`config.mk`:
```
export PLATFORM = sky130hd
export DESIGN_NAME = pq_prefetch
export DESIGN_NICKNAME = d
export VERILOG_FILES = /design/src/rtl/pq_pkg.sv /design/src/rtl/pq_branch_decode.sv /design/src/rtl/pq_advance.sv /design/src/rtl/pq_slot_queue.sv /design/src/rtl/pq_prefetch.sv
export SDC_FILE = /design/constraint.sdc
export NUM_CORES = 1
export LEC_CHECK = 0
export BUFFER_PORTS_ARGS = -buffer_cell sky130_fd_sc_hd__buf_4
export CELL_PAD_IN_SITES_DETAIL_PLACEMENT = 0
export CELL_PAD_IN_SITES_GLOBAL_PLACEMENT = 1
export CORE_ASPECT_RATIO = 1.75
export CORE_MARGIN = 1.5
export CORE_UTILIZATION = 40
export DETAILED_ROUTE_END_ITERATION = 10
export PLACE_DENSITY_LB_ADDON = 0.1
export SKIP_CTS_REPAIR_TIMING = 1
export SLEW_MARGIN = 20
export SYNTH_ARGS = -nofsm -noshare
export SYNTH_HDL_FRONTEND = slang
export SYNTH_SLANG_ARGS = --single-unit
```
`constraint.sdc`:
```
create_clock -name clk -period 3.4 [get_ports clk]
set_clock_uncertainty 0.2 [all_clocks]
set_input_delay 0.68 -clock clk [delete_from_list [all_inputs] [get_ports clk]]
set_output_delay 0.68 -clock clk [all_outputs]
set_load 0.05 [all_outputs]
```
`src/rtl/pq_pkg.sv`:
```
package pq_pkg;

    typedef enum logic [2:0] {
        ST_IDLE,
        ST_RUN,
        ST_BR0_REQ,
        ST_BR0_WAIT,
        ST_BR1_REQ,
        ST_BR1_WAIT,
        ST_SEQ_REQ,
        ST_SEQ_WAIT
    } pq_state_e;

    typedef enum logic [1:0] {
        BK_FULL,
        BK_HALF_LO,
        BK_HALF_HI
    } br_kind_e;

    typedef enum logic [2:0] {
        Q_HOLD,
        Q_SHIFT,
        Q_LOAD0,
        Q_LOAD0_HI,
        Q_LOAD0_SPLIT,
        Q_LOAD1
    } q_op_e;

endpackage

```
`src/rtl/pq_branch_decode.sv`:
```
module pq_branch_decode
    import pq_pkg::*;
#(
    parameter int AW = 32
) (
    input  logic [AW-1:0] addr_i,
    input  logic          restore_i,
    input  logic          saved_half_i,
    output logic          half_o,
    output br_kind_e      kind_o,
    output logic [AW-1:0] first_addr_o,
    output logic [AW-1:0] pc_o
);
    logic          eff_half;
    logic [AW-1:0] aligned;

    always_comb begin
        eff_half = restore_i ? saved_half_i : addr_i[0];
        half_o   = eff_half;
        if (eff_half) begin
            aligned = {addr_i[AW-1:1], 1'b0};
            pc_o    = aligned + AW'(2);
            kind_o  = aligned[1] ? BK_HALF_HI : BK_HALF_LO;
        end else begin
            aligned = {addr_i[AW-1:2], 2'b00};
            pc_o    = aligned + AW'(4);
            kind_o  = BK_FULL;
        end
        first_addr_o = {aligned[AW-1:2], 2'b00};
    end
endmodule

```
`src/rtl/pq_advance.sv`:
```
module pq_advance #(
    parameter int AW = 32
) (
    input  logic [AW-1:0] pc_i,
    input  logic          half_i,
    output logic [AW-1:0] next_pc_o,
    output logic [AW-1:0] next_word_o,
    output logic          need_fetch_o
);
    always_comb begin
        next_pc_o    = pc_i + (half_i ? AW'(2) : AW'(4));
        next_word_o  = {next_pc_o[AW-1:2], 2'b00};
        need_fetch_o = !half_i || !next_pc_o[1];
    end
endmodule

```
`src/rtl/pq_slot_queue.sv`:
```
module pq_slot_queue
    import pq_pkg::*;
#(
    parameter int HW = 16
) (
    input  logic          clk,
    input  logic          rst_n,
    input  q_op_e         op_i,
    input  logic [2*HW-1:0] data_i,
    output logic [2*HW-1:0] slot0_o,
    output logic [2*HW-1:0] slot1_o
);
    localparam int WW = 2 * HW;

    logic [WW-1:0] s0_q, s1_q;

    always_ff @(posedge clk) begin
        if (!rst_n) begin
            s0_q <= '0;
            s1_q <= '0;
        end else begin
            unique case (op_i)
                Q_HOLD: ;
                Q_SHIFT: begin
                    s0_q <= s1_q;
                    s1_q <= s1_q >> HW;
                end
                Q_LOAD0:    s0_q <= data_i;
                Q_LOAD0_HI: s0_q <= data_i >> HW;
                Q_LOAD0_SPLIT: begin
                    s0_q <= data_i;
                    s1_q <= data_i >> HW;
                end
                Q_LOAD1:    s1_q <= data_i;
                default: ;
            endcase
        end
    end

    assign slot0_o = s0_q;
    assign slot1_o = s1_q;
endmodule

```
`src/rtl/pq_prefetch.sv`:
```
module pq_prefetch
    import pq_pkg::*;
#(
    parameter int AW = 32,
    parameter int HW = 16
) (
    input  logic            clk,
    input  logic            rst_n,
    input  logic            br_valid_i,
    input  logic [AW-1:0]   br_addr_i,
    input  logic            br_restore_i,
    input  logic            saved_half_i,
    input  logic            issue_i,
    output logic            fetch_valid_o,
    output logic [AW-1:0]   fetch_addr_o,
    input  logic            fetch_ready_i,
    input  logic            fetch_rvalid_i,
    input  logic [2*HW-1:0] fetch_rdata_i,
    output logic [2*HW-1:0] instr_o,
    output logic [AW-1:0]   pc_o,
    output logic            half_mode_o,
    output logic            q_ready_o
);
    localparam int WW = 2 * HW;

    pq_state_e     state_q, state_d;
    br_kind_e      kind_q;
    logic [AW-1:0] pc_q, faddr_q;
    logic          half_q;

    q_op_e         q_op;
    logic          take_br, take_issue, br0_done;
    logic [WW-1:0] slot0, slot1;

    logic          dec_half;
    br_kind_e      dec_kind;
    logic [AW-1:0] dec_first, dec_pc;
    logic [AW-1:0] adv_pc, adv_word;
    logic          adv_fetch;

    pq_branch_decode #(.AW(AW)) u_dec (
        .addr_i       (br_addr_i),
        .restore_i    (br_restore_i),
        .saved_half_i (saved_half_i),
        .half_o       (dec_half),
        .kind_o       (dec_kind),
        .first_addr_o (dec_first),
        .pc_o         (dec_pc)
    );

    pq_advance #(.AW(AW)) u_adv (
        .pc_i         (pc_q),
        .half_i       (half_q),
        .next_pc_o    (adv_pc),
        .next_word_o  (adv_word),
        .need_fetch_o (adv_fetch)
    );

    pq_slot_queue #(.HW(HW)) u_q (
        .clk     (clk),
        .rst_n   (rst_n),
        .op_i    (q_op),
        .data_i  (fetch_rdata_i),
        .slot0_o (slot0),
        .slot1_o (slot1)
    );

    // state register
    always_ff @(posedge clk) begin
        if (!rst_n) state_q <= ST_IDLE;
        else        state_q <= state_d;
    end

    // next state and queue control
    always_comb begin
        state_d    = state_q;
        q_op       = Q_HOLD;
        take_br    = 1'b0;
        take_issue = 1'b0;
        br0_done   = 1'b0;
        unique case (state_q)
            ST_IDLE, ST_RUN: begin
                if (br_valid_i) begin
                    take_br = 1'b1;
                    state_d = ST_BR0_REQ;
                end else if (state_q == ST_RUN && issue_i) begin
                    take_issue = 1'b1;
                    q_op       = Q_SHIFT;
                    state_d    = adv_fetch ? ST_SEQ_REQ : ST_RUN;
                end
            end
            ST_BR0_REQ:  if (fetch_ready_i) state_d = ST_BR0_WAIT;
            ST_BR0_WAIT: begin
                if (fetch_rvalid_i) begin
                    br0_done = 1'b1;
                    unique case (kind_q)
                        BK_HALF_LO: begin
                            q_op    = Q_LOAD0_SPLIT;
                            state_d = ST_RUN;
                        end
                        BK_HALF_HI: begin
                            q_op    = Q_LOAD0_HI;
                            state_d = ST_BR1_REQ;
                        end
                        default: begin
                            q_op    = Q_LOAD0;
                            state_d = ST_BR1_REQ;
                        end
                    endcase
                end
            end
            ST_BR1_REQ:  if (fetch_ready_i) state_d = ST_BR1_WAIT;
            ST_BR1_WAIT: begin
                if (fetch_rvalid_i) begin
                    q_op    = Q_LOAD1;
                    state_d = ST_RUN;
                end
            end
            ST_SEQ_REQ:  if (fetch_ready_i) state_d = ST_SEQ_WAIT;
            ST_SEQ_WAIT: begin
                if (fetch_rvalid_i) begin
                    q_op    = Q_LOAD1;
                    state_d = ST_RUN;
                end
            end
            default: state_d = ST_IDLE;
        endcase
    end

    // program counter, mode and fetch address
    always_ff @(posedge clk) begin
        if (!rst_n) begin
            pc_q    <= '0;
            half_q  <= 1'b0;
            kind_q  <= BK_FULL;
            faddr_q <= '0;
        end else if (take_br) begin
            pc_q    <= dec_pc;
            half_q  <= dec_half;
            kind_q  <= dec_kind;
            faddr_q <= dec_first;
        end else if (take_issue) begin
            pc_q    <= adv_pc;
            faddr_q <= adv_word;
        end else if (br0_done) begin
            faddr_q <= faddr_q + AW'(4);
        end
    end

    // outputs
    always_comb begin
        fetch_valid_o = (state_q == ST_BR0_REQ) || (state_q == ST_BR1_REQ) ||
                        (state_q == ST_SEQ_REQ);
        fetch_addr_o  = faddr_q;
        q_ready_o     = (state_q == ST_RUN);
        pc_o          = pc_q;
        half_mode_o   = half_q;
        instr_o       = half_q ? {{HW{1'b0}}, slot0[HW-1:0]} : slot0;
    end
endmodule

```
Yosys cells after proc, flatten, opt, wreduce, memory -nomap -nowiden --
Cells that the tools add are included.
Operators by class: add/subtract/negate cells 4, equality and inequality tests 20, multiplexer cells 36, bitwise operators 1, reduce and logical (&&, ||, !) cells 16
Operators by type and width (count):
- 2-to-1 mux 32 bit | 7
- case mux 32 bit (3 select lines) | 2
- adder 32 x 3 -> 32 bit (second input constant) | 2
- 2-to-1 mux 3 bit | 12
- adder 32 x 2 -> 32 bit (second input constant) | 1
- adder 32 bit | 1
- equality test 3 bit (second input constant) | 6
- case mux 3 bit (6 select lines) | 1
- equality test 3 x 2 -> 1 bit (second input constant) | 4
- 2-to-1 mux 1 bit | 10
- case mux 3 bit (3 select lines) | 1
- nonzero test 3 bit | 3
- inequality test 2 bit (second input constant) | 4
- equality test 3 x 1 -> 1 bit (second input constant) | 2
- case mux 3 bit (2 select lines) | 1
- AND reduction 6 bit | 1
- OR reduction 2 bit | 3
- 2-to-1 mux 2 bit | 2
- logical NOT 3 bit | 1
- logical OR 1 bit | 3
- inequality test 3 bit (second input constant) | 1
- OR reduction 3 bit | 1
- equality test 2 x 1 -> 1 bit (second input constant) | 1
- equality test 2 bit (second input constant) | 1
- other kinds (5) | 6
Storage, ports and cells: bits in registers 134, input bits 72, output and inout port bits 99, logic and storage cells 85

Longest topological paths before layout --
Gate-level depths: netlist of the first run.
word-level depth 8, gate-level depth with buffers 10, mapped depth without buffers 9

Cells and area by module --
Synthesis of the first run repeated with hierarchy kept, for this count alone.
Unflattened totals: cell total of the unflattened synthesis 1244, area total of the unflattened synthesis 9646.8 um^2
Modules (own cells, without submodules):
- pq_prefetch | times used 1, cells an instance 577, area an instance 4270.3 um^2, seq. area each 1401.3 um^2
- pq_slot_queue | times used 1, cells an instance 405, area an instance 3397.0 um^2, seq. area each 1281.2 um^2
- pq_branch_decode | times used 1, cells an instance 139, area an instance 1063.5 um^2, seq. area each 0.0 um^2
- pq_advance | times used 1, cells an instance 123, area an instance 915.9 um^2, seq. area each 0.0 um^2

Worst setup path after synthesis of the first run --
Ideal clock, no wire load.
kind flip-flop to flip-flop, start register half_q (netlist: half_mode_o), end register faddr_q[19] (netlist: fetch_addr_o[19]), library setup time 132 ps, data arrival time 2878 ps, data required time 3068 ps, path slack 190 ps, stages on the path, launching flop included 10, buffers on the path 0, clock period less this slack 3210 ps, cell sequence dfxtp_1 > ha_1 > inv_1 > fa_1 > nand4b_1 > nor4_4 > nand3_1 > xnor2_1 > a222oi_1 > a21oi_1
Between the ends: longest elaborated chain between the ends 4
RTL lines:
- start, declared | RTL line pq_prefetch.sv:29 | logic half_q;
- start signal, assigned | RTL line pq_prefetch.sv:139 | half_q <= dec_half;
- 2-to-1 mux 3 bit | RTL line pq_advance.sv:11 | next_pc_o = pc_i + (half_i ? AW'(2) : AW'(4));
- adder 32 bit | RTL line pq_advance.sv:11
- 2-to-1 mux 32 bit | RTL line pq_prefetch.sv:142 | end else if (take_issue) begin
- 2-to-1 mux 32 bit | RTL line pq_prefetch.sv:137 | end else if (take_br) begin
- end signal, assigned | RTL line pq_prefetch.sv:141 | faddr_q <= dec_first;
- end signal, assigned | RTL line pq_prefetch.sv:144 | faddr_q <= adv_word;
- end signal, assigned | RTL line pq_prefetch.sv:146 | faddr_q <= faddr_q + AW'(4);
- end, declared | RTL line pq_prefetch.sv:28 | logic [AW-1:0] pc_q, faddr_q;
Every way passes these cells. A chain may end at the register's enable or synchronous reset.

Worst setup path in the final report of the first run --
Ends and elaborated chain as after synthesis.

==> results.ini, run 1 <==
[synth]
syn_area_per_cell_sq_um = 7.71
synth_cell_types = 66
syn_inst = 1045
synthesis.area_sq_um = 8060
synth-adder-area-share = 0.0118
synthMuxAreaShare = 0.0135
synth_xor_area_frac = 0.0902
synth_enable_flop_cells = 0
yosysWarnings = 0
synth_area_leaders = dfxtp_1 (33%), o21ai_0 (6.0%), a21oi_1 (5.4%)
synthSimpleGateAreaFrac = 0.233
synth_common_cells = dfxtp_1 (131), nand2_1 (104), o21ai_0 (97)
yosysMostFrequentCell = dfxtp_1
synthFlopType = dfxtp_1
synth_top_cell_by_area = dfxtp_1
ys_seq_area_frac = 0.325
synthArstFlopShare = 0
synth_top_family_by_area = compound AO/OA/AOI/OAI gates
synth_top_cell_area_share = 0.325
ys_ff_latch = 131
synth_compound_area_frac = 0.260

[finish]
diodes = 0
syn2layout_area_growth_pct = 24.2
layout-drive-gt1-share = 0.217
layout.nets = 1239
final_util = 0.507

[sta]
fmax_ghz = 0.335
fin_setup_tns_ns = 0
grt_setup_unrepaired = false
max_slew_margin = 0.447
hold_violations = 0
period_minus_slack_ns = 2.98
period_share = 0.878
finalSetupViolCount = 0
tightest_slew_ns = 0.826
finalMaxSlewViolations = 0

[global_routing]
grt_remaining_overflow = 0
grt_first_pass_wirelength_microns = 47800
antenna_found_initial = 0
grt_max_degree = 47
grt_usage = 0.305
grt_pass1_vias = 8272

[floorplan]
io-pin-count = 171
core_sq_um = 19700
rows = 68
die_w_microns = 110
start_util = 0.408
dieHeight_microns = 191
dieArea_sq_um = 21000

[critical_path]
r2r_start = half_mode_o$_SDFFE_PN0P_
r2r_slack_ns = 0.42
rr_endpoint = fetch_addr_o[19]$_SDFFE_PN0P_
slowest_delay_ns = 0.45
crit_slowest_cell = fa_1
crit_path_start_kind = flip-flop
path_cells = ha_1, inv_1, fa_1, nand4b_1, nor4_4, nand3_1, xnor2_1, a222oi_1, a21oi_1
reg2regPathDepth = 9
cp_data_arrival_time_ns = 3.10
cp-end-kind = flip-flop
path_class = flip-flop to flip-flop
cp_top_family = simple AND/OR/NAND/NOR gates
crit_fanout = 7
crit_cells = 9
path_buf_inv = 1
critPathRequiredTime_ns = 3.52

[route]
drtIter0Drc = 543
via_count = 8563
wirelength_microns = 31500
wl_per_cell_microns = 22.2
drc = 0
vias_per_cell = 6.04
drtAntennaViolNets = 0
dr.pass1.iters = 5

[clock_network]
htree_num_levels = 4
ctsLongestPathBuffers = 2
cts.clk_slew.worst_paths_ns = 0.06
numCtsBuffers = 17
clk_latency_ns = 0.44
cts.sinks = 131
root_buffer = clkbuf_16
cts_tree = done

[power]
p_sw_mw = 3.14
p_leak_nw = 3.92
comb_power_share = 0.403
swShare = 0.444
internal_power_mw = 3.93
powerDensity_nw_per_um2 = 706
p_seq_frac = 0.324
ir_drop_uv = 365
pwr-share-clk = 0.272

[placement]
place.gp.congestion = 0.860
io_buffers = 167
place_hpwl_microns = 22900

[worst_hold_path]
hp-start = kind_q[1]$_SDFFE_PN0P_
worstHoldEndpoint = kind_q[1]$_SDFFE_PN0P_
holdPathStages = 2
hold_path.class = flip-flop to flip-flop

[outcome]
status = completed

[job]
max-cap-violations = 0

==> sequential cells by signal, summed over array words and instances (netlist names) <==
register and cells:
pc_o 31, u_q.slot1_o 32, fetch_addr_o 30, state_q 3
half_mode_o 1, kind_q 2, u_q.slot0_o 32
==> layer usage <==
layer	GRT usage	vias to the layer above	wire length (microns)
li1	-	4027	-
met4	0.131	0	1060
met1	0.331	4152	11300
met5	0	-	0
met3	0.0533	62	1810
met2	0.562	322	17300
==> metrics by stage <==
stage | power, mW | cell area, sq um | hold slack [ns] | worst slack, ns | std cells
after floorplan | 4.19 | 8070 | 0.247 | 0.190 | 1047
after global placement | 5.15 | 9410 | 0.312 | 0.472 | 1386
after detailed placement | 5.16 | 9410 | 0.318 | 0.428 | 1386
after CTS | 7.09 | 10000 | 0.306 | 0.416 | 1418
after global routing | 7.38 | 10000 | 0.329 | 0.178 | 1418
final | 7.07 | 10000 | 0.322 | 0.416 | 1418
==> tightest hold or removal path: stages (launching register included) <==
cell and delay [ns]:
dfxtp_1 0.35, nand2_1 0.07, a21oi_1 0.05
==> layout make-up <==
type                    instances  area, sq um
fillers                      2028         9730
multi-input cells             805         4950
flip-flops and latches        131         2620
repair buffers                193         1490
clock buffers                  19          443
well taps                     245          307
clock inverters                13          160
inverters                      12         45.0
==> worst max path at each step <==
stage | from | endpoint | slack, ns
after floorplan | half_mode_o$_SDFFE_PN0P_ | fetch_addr_o[19]$_SDFFE_PN0P_ | 0.19
after global placement | half_mode_o$_SDFFE_PN0P_ | fetch_addr_o[19]$_SDFFE_PN0P_ | 0.47
after detailed placement | half_mode_o$_SDFFE_PN0P_ | fetch_addr_o[19]$_SDFFE_PN0P_ | 0.43
after CTS | half_mode_o$_SDFFE_PN0P_ | fetch_addr_o[19]$_SDFFE_PN0P_ | 0.42
after global routing | half_mode_o$_SDFFE_PN0P_ | fetch_addr_o[25]$_SDFFE_PN0P_ | 0.18
final | half_mode_o$_SDFFE_PN0P_ | fetch_addr_o[19]$_SDFFE_PN0P_ | 0.42
==> cells by family (layout without fill, tap and decap cells) <==
group	count (synthesis)	after routing
flops	131	131
compound gates	340	340
other cells	1	3
xor+xnor	83	83
mux	8	8
simple gates	364	364
fa+ha+maj	7	7
buf+inv	111	237
==> cell usage in the layout (no fill, tap or decap), types with 4 or more instances in the layout <==
master,instances
a211oi_1,14
a21oi_1,87
a221oi_1,9
a22oi_1,56
a31oi_1,26
and2_1,6
and3_1,19
and4_1,7
buf_4,190
clkbuf_16,17
clkinv_2,4
clkinv_4,4
dfxtp_1,131
ha_1,6
inv_1,11
nand2_1,103
nand3_1,32
nand4_1,22
nor2_1,90
nor2b_1,20
nor3_1,20
nor4_1,11
o211ai_1,5
o21ai_0,97
o221ai_1,12
o22ai_1,13
or2_2,4
xnor2_1,47
xor2_1,36
==> power by group through the flow <==
stage	clock [mW]	sequential, mW	combinational, mW
after floorplan	0	2.78	1.41
after global routing	2.00	2.34	3.04
final	1.93	2.29	2.85
after CTS	1.95	2.28	2.85
after global placement	0	2.32	2.84
after detailed placement	0	2.32	2.84
(Power assumes the default switching activity.)
==> run 2: changes to the inputs <==
- CORE_UTILIZATION: 40 -> 36
- clock period: 3.4 -> 2.4 ns (I/O delays scaled with it)
==> run 2 against run 1 <==
The flow now finishes with violations (setup timing). Cell count is 9.9% higher. Setup slack got worse by 0.49 ns. Sequential share of layout area down 2.2 points. Global-route usage fell by 2.0 points. Utilization down 1.0 points. Highest routed layer unchanged.
==> results.ini, run 2 (synthesized netlist as in run 1, its figures left out) <==
[critical_path]
crit_slowest_cell = dfxtp_4  ; was fa_1
crit_fanout = 3  ; was 7
path_cells = ha_4, inv_2, fa_2, nand4b_1, buf_4, nor4_1, buf_4, xnor2_1, nor2_1, o31ai_1, a21oi_1  ; was ha_1, inv_1, fa_1, nand4b_1, nor4_4, nand3_1, xnor2_1, a222oi_1, a21oi_1
cp-end-kind = flip-flop  ; unchanged
path_class = flip-flop to flip-flop  ; unchanged
cp_common_cell = buf_4
critPathRequiredTime_ns = 2.52  ; was 3.52 ns
cp_data_arrival_time_ns = 2.59  ; was 3.10 ns
slowest_delay_ns = 0.36  ; was 0.45 ns
crit_path_start_kind = flip-flop  ; unchanged

[finish]
layout.cells.non_filler = 1558  ; was 1418
diodes = 0  ; unchanged
syn2layout_area_growth_pct = 36.1  ; was 24.2%
final_cell_mix = buf_4 (275), dfxtp_1 (126), nand2_1 (103), o21ai_0 (93), nor2_1 (89)  ; was buf_4 (190), dfxtp_1 (131), nand2_1 (103), o21ai_0 (97), nor2_1 (90)
layout.nets = 1328  ; was 1239
layout-drive-gt1-share = 0.292  ; was 0.217
layout_commonest_cell = buf_4  ; unchanged
final_util = 0.497  ; was 0.507
fill_cells = 2235  ; was 2028

[job]
max-cap-violations = 0  ; unchanged

[clock_network]
numCtsBuffers = 17  ; unchanged
ctsLongestPathBuffers = 2  ; unchanged
htree_num_levels = 4  ; unchanged
clk_latency_ns = 0.44  ; about the same
cts.sinks = 131  ; unchanged
cts_tree = done  ; unchanged
cts.clk_slew.worst_paths_ns = 0.07  ; was 0.06 ns
root_buffer = clkbuf_16  ; unchanged

[global_routing]
grt_remaining_overflow = 0  ; unchanged
grt_max_degree = 47  ; unchanged
grt_first_pass_wirelength_microns = 49700  ; was 47800 microns
grt_usage = 0.285  ; was 0.305
antenna_found_initial = 0  ; unchanged
grt_pass1_vias = 8531  ; was 8272

[placement]
preCtsSetupSlack_ns = -0.146  ; was 0.428 ns
place.gp.congestion = 0.869  ; was 0.860
place_hpwl_microns = 25000  ; was 22900 microns
io_buffers = 167  ; unchanged
dpl.cell_count = 1524  ; was 1386

[sta]
fmax_ghz = 0.405  ; was 0.335 GHz
hold_violations = 0  ; unchanged
tightest_slew_ns = 0.955  ; was 0.826 ns
grt_setup_unrepaired = true  ; was false
period_share = 1.03  ; was 0.878
period_minus_slack_ns = 2.47  ; was 2.98 ns
max_slew_margin = 0.361  ; was 0.447
fin_setup_tns_ns = -0.355  ; was 0 ns
setup_slack_ns = -0.0703  ; was 0.416 ns
finalMaxSlewViolations = 0  ; unchanged
finalSetupViolCount = 9  ; was 0

[floorplan]
dieHeight_microns = 201  ; was 191 microns
die_w_microns = 116  ; was 110 microns
core_sq_um = 22100  ; was 19700 sq um
rows = 72  ; was 68
start_util = 0.365  ; was 0.408
dieArea_sq_um = 23300  ; was 21000 sq um
io-pin-count = 171  ; unchanged

[route]
wl_per_cell_microns = 21.4  ; was 22.2 microns
vias_per_cell = 5.66  ; was 6.04
drtIter0Drc = 615  ; was 543
wirelength_microns = 33300  ; was 31500 microns
dr.pass1.iters = 5  ; unchanged
via_count = 8818  ; was 8563
drc = 0  ; unchanged
drtAntennaViolNets = 0  ; unchanged

[outcome]
failed_checks = setup timing
status = finished with violations  ; was completed

[power]
p_leak_nw = 4.44  ; was 3.92 nW
ir_drop_uv = 491  ; was 365 uV
powerDensity_nw_per_um2 = 982  ; was 706 nW/um^2

[worst_hold_path]
hold_path.class = primary input to flip-flop  ; was flip-flop to flip-flop

## run 2: critical path: cells and delay by family, from the launching register on
family / cells / cell delay, ns
buffers and inverters: 3 / 0.41
adders and majority gates: 2 / 0.47
AOI/OAI and AO/OA: 2 / 0.32
xor gates and xnor gates: 1 / 0.11
DFF: 1 / 0.36
and+or+nand+nor: 3 / 0.49
## run 2: final timing paths
kind / from / to / slack [ns] / cells past startpoint
hold / removal: fetch_rdata_i[26] / u_q.slot0_o[26]$_SDFFE_PN0P_ / 0.13 / 3
setup reg to reg: pc_o[1]$_SDFFE_PN0P_ / fetch_addr_o[15]$_SDFFE_PN0P_ / -0.07 / 11
hold reg to reg: fetch_addr_o[2]$_SDFFE_PN0P_ / fetch_addr_o[2]$_SDFFE_PN0P_ / 0.30 / 2
setup / recovery: pc_o[1]$_SDFFE_PN0P_ / fetch_addr_o[15]$_SDFFE_PN0P_ / -0.07 / 11
## run 2: metal layers
layer  share of wire  up-vias  global-route usage
met4           0.048        0               0.140
met5               0        -                   0
met1            0.36     4224               0.308
met3           0.044       80              0.0432
li1                -     4198                   -
met2            0.55      316               0.523
## run 2: cell type report
class	instances	area, sq um	share of cell area
multi-input combinational	805	5070	0.462
timing repair buffer	282	2200	0.200
sequential	131	2630	0.240
clock inverter	15	229	0.0209
inverter	12	45.0	0.00411
clock buffer	17	425	0.0388
tap	296	370	0.0338
## run 2: where the power goes
group | leakage, nW | switching [mW] | internal [mW]
Sequential | 1.07 | 0.417 | 2.59
Combinational | 3.05 | 3.10 | 1.70
Clock | 0.318 | 1.11 | 1.85
Total | 4.44 | 4.63 | 6.15
## run 2: through the flow
step	total power [mW]	cell area [sq um]	hold slack, ns
2_1_floorplan	5.95	8100	0.247
3_3_place_gp	7.76	10200	0.291
3_5_place_dp	7.77	10200	0.289
4_1_cts	10.7	10800	0.126
5_1_grt	11.2	11000	0.133
6_report	10.8	11000	0.134
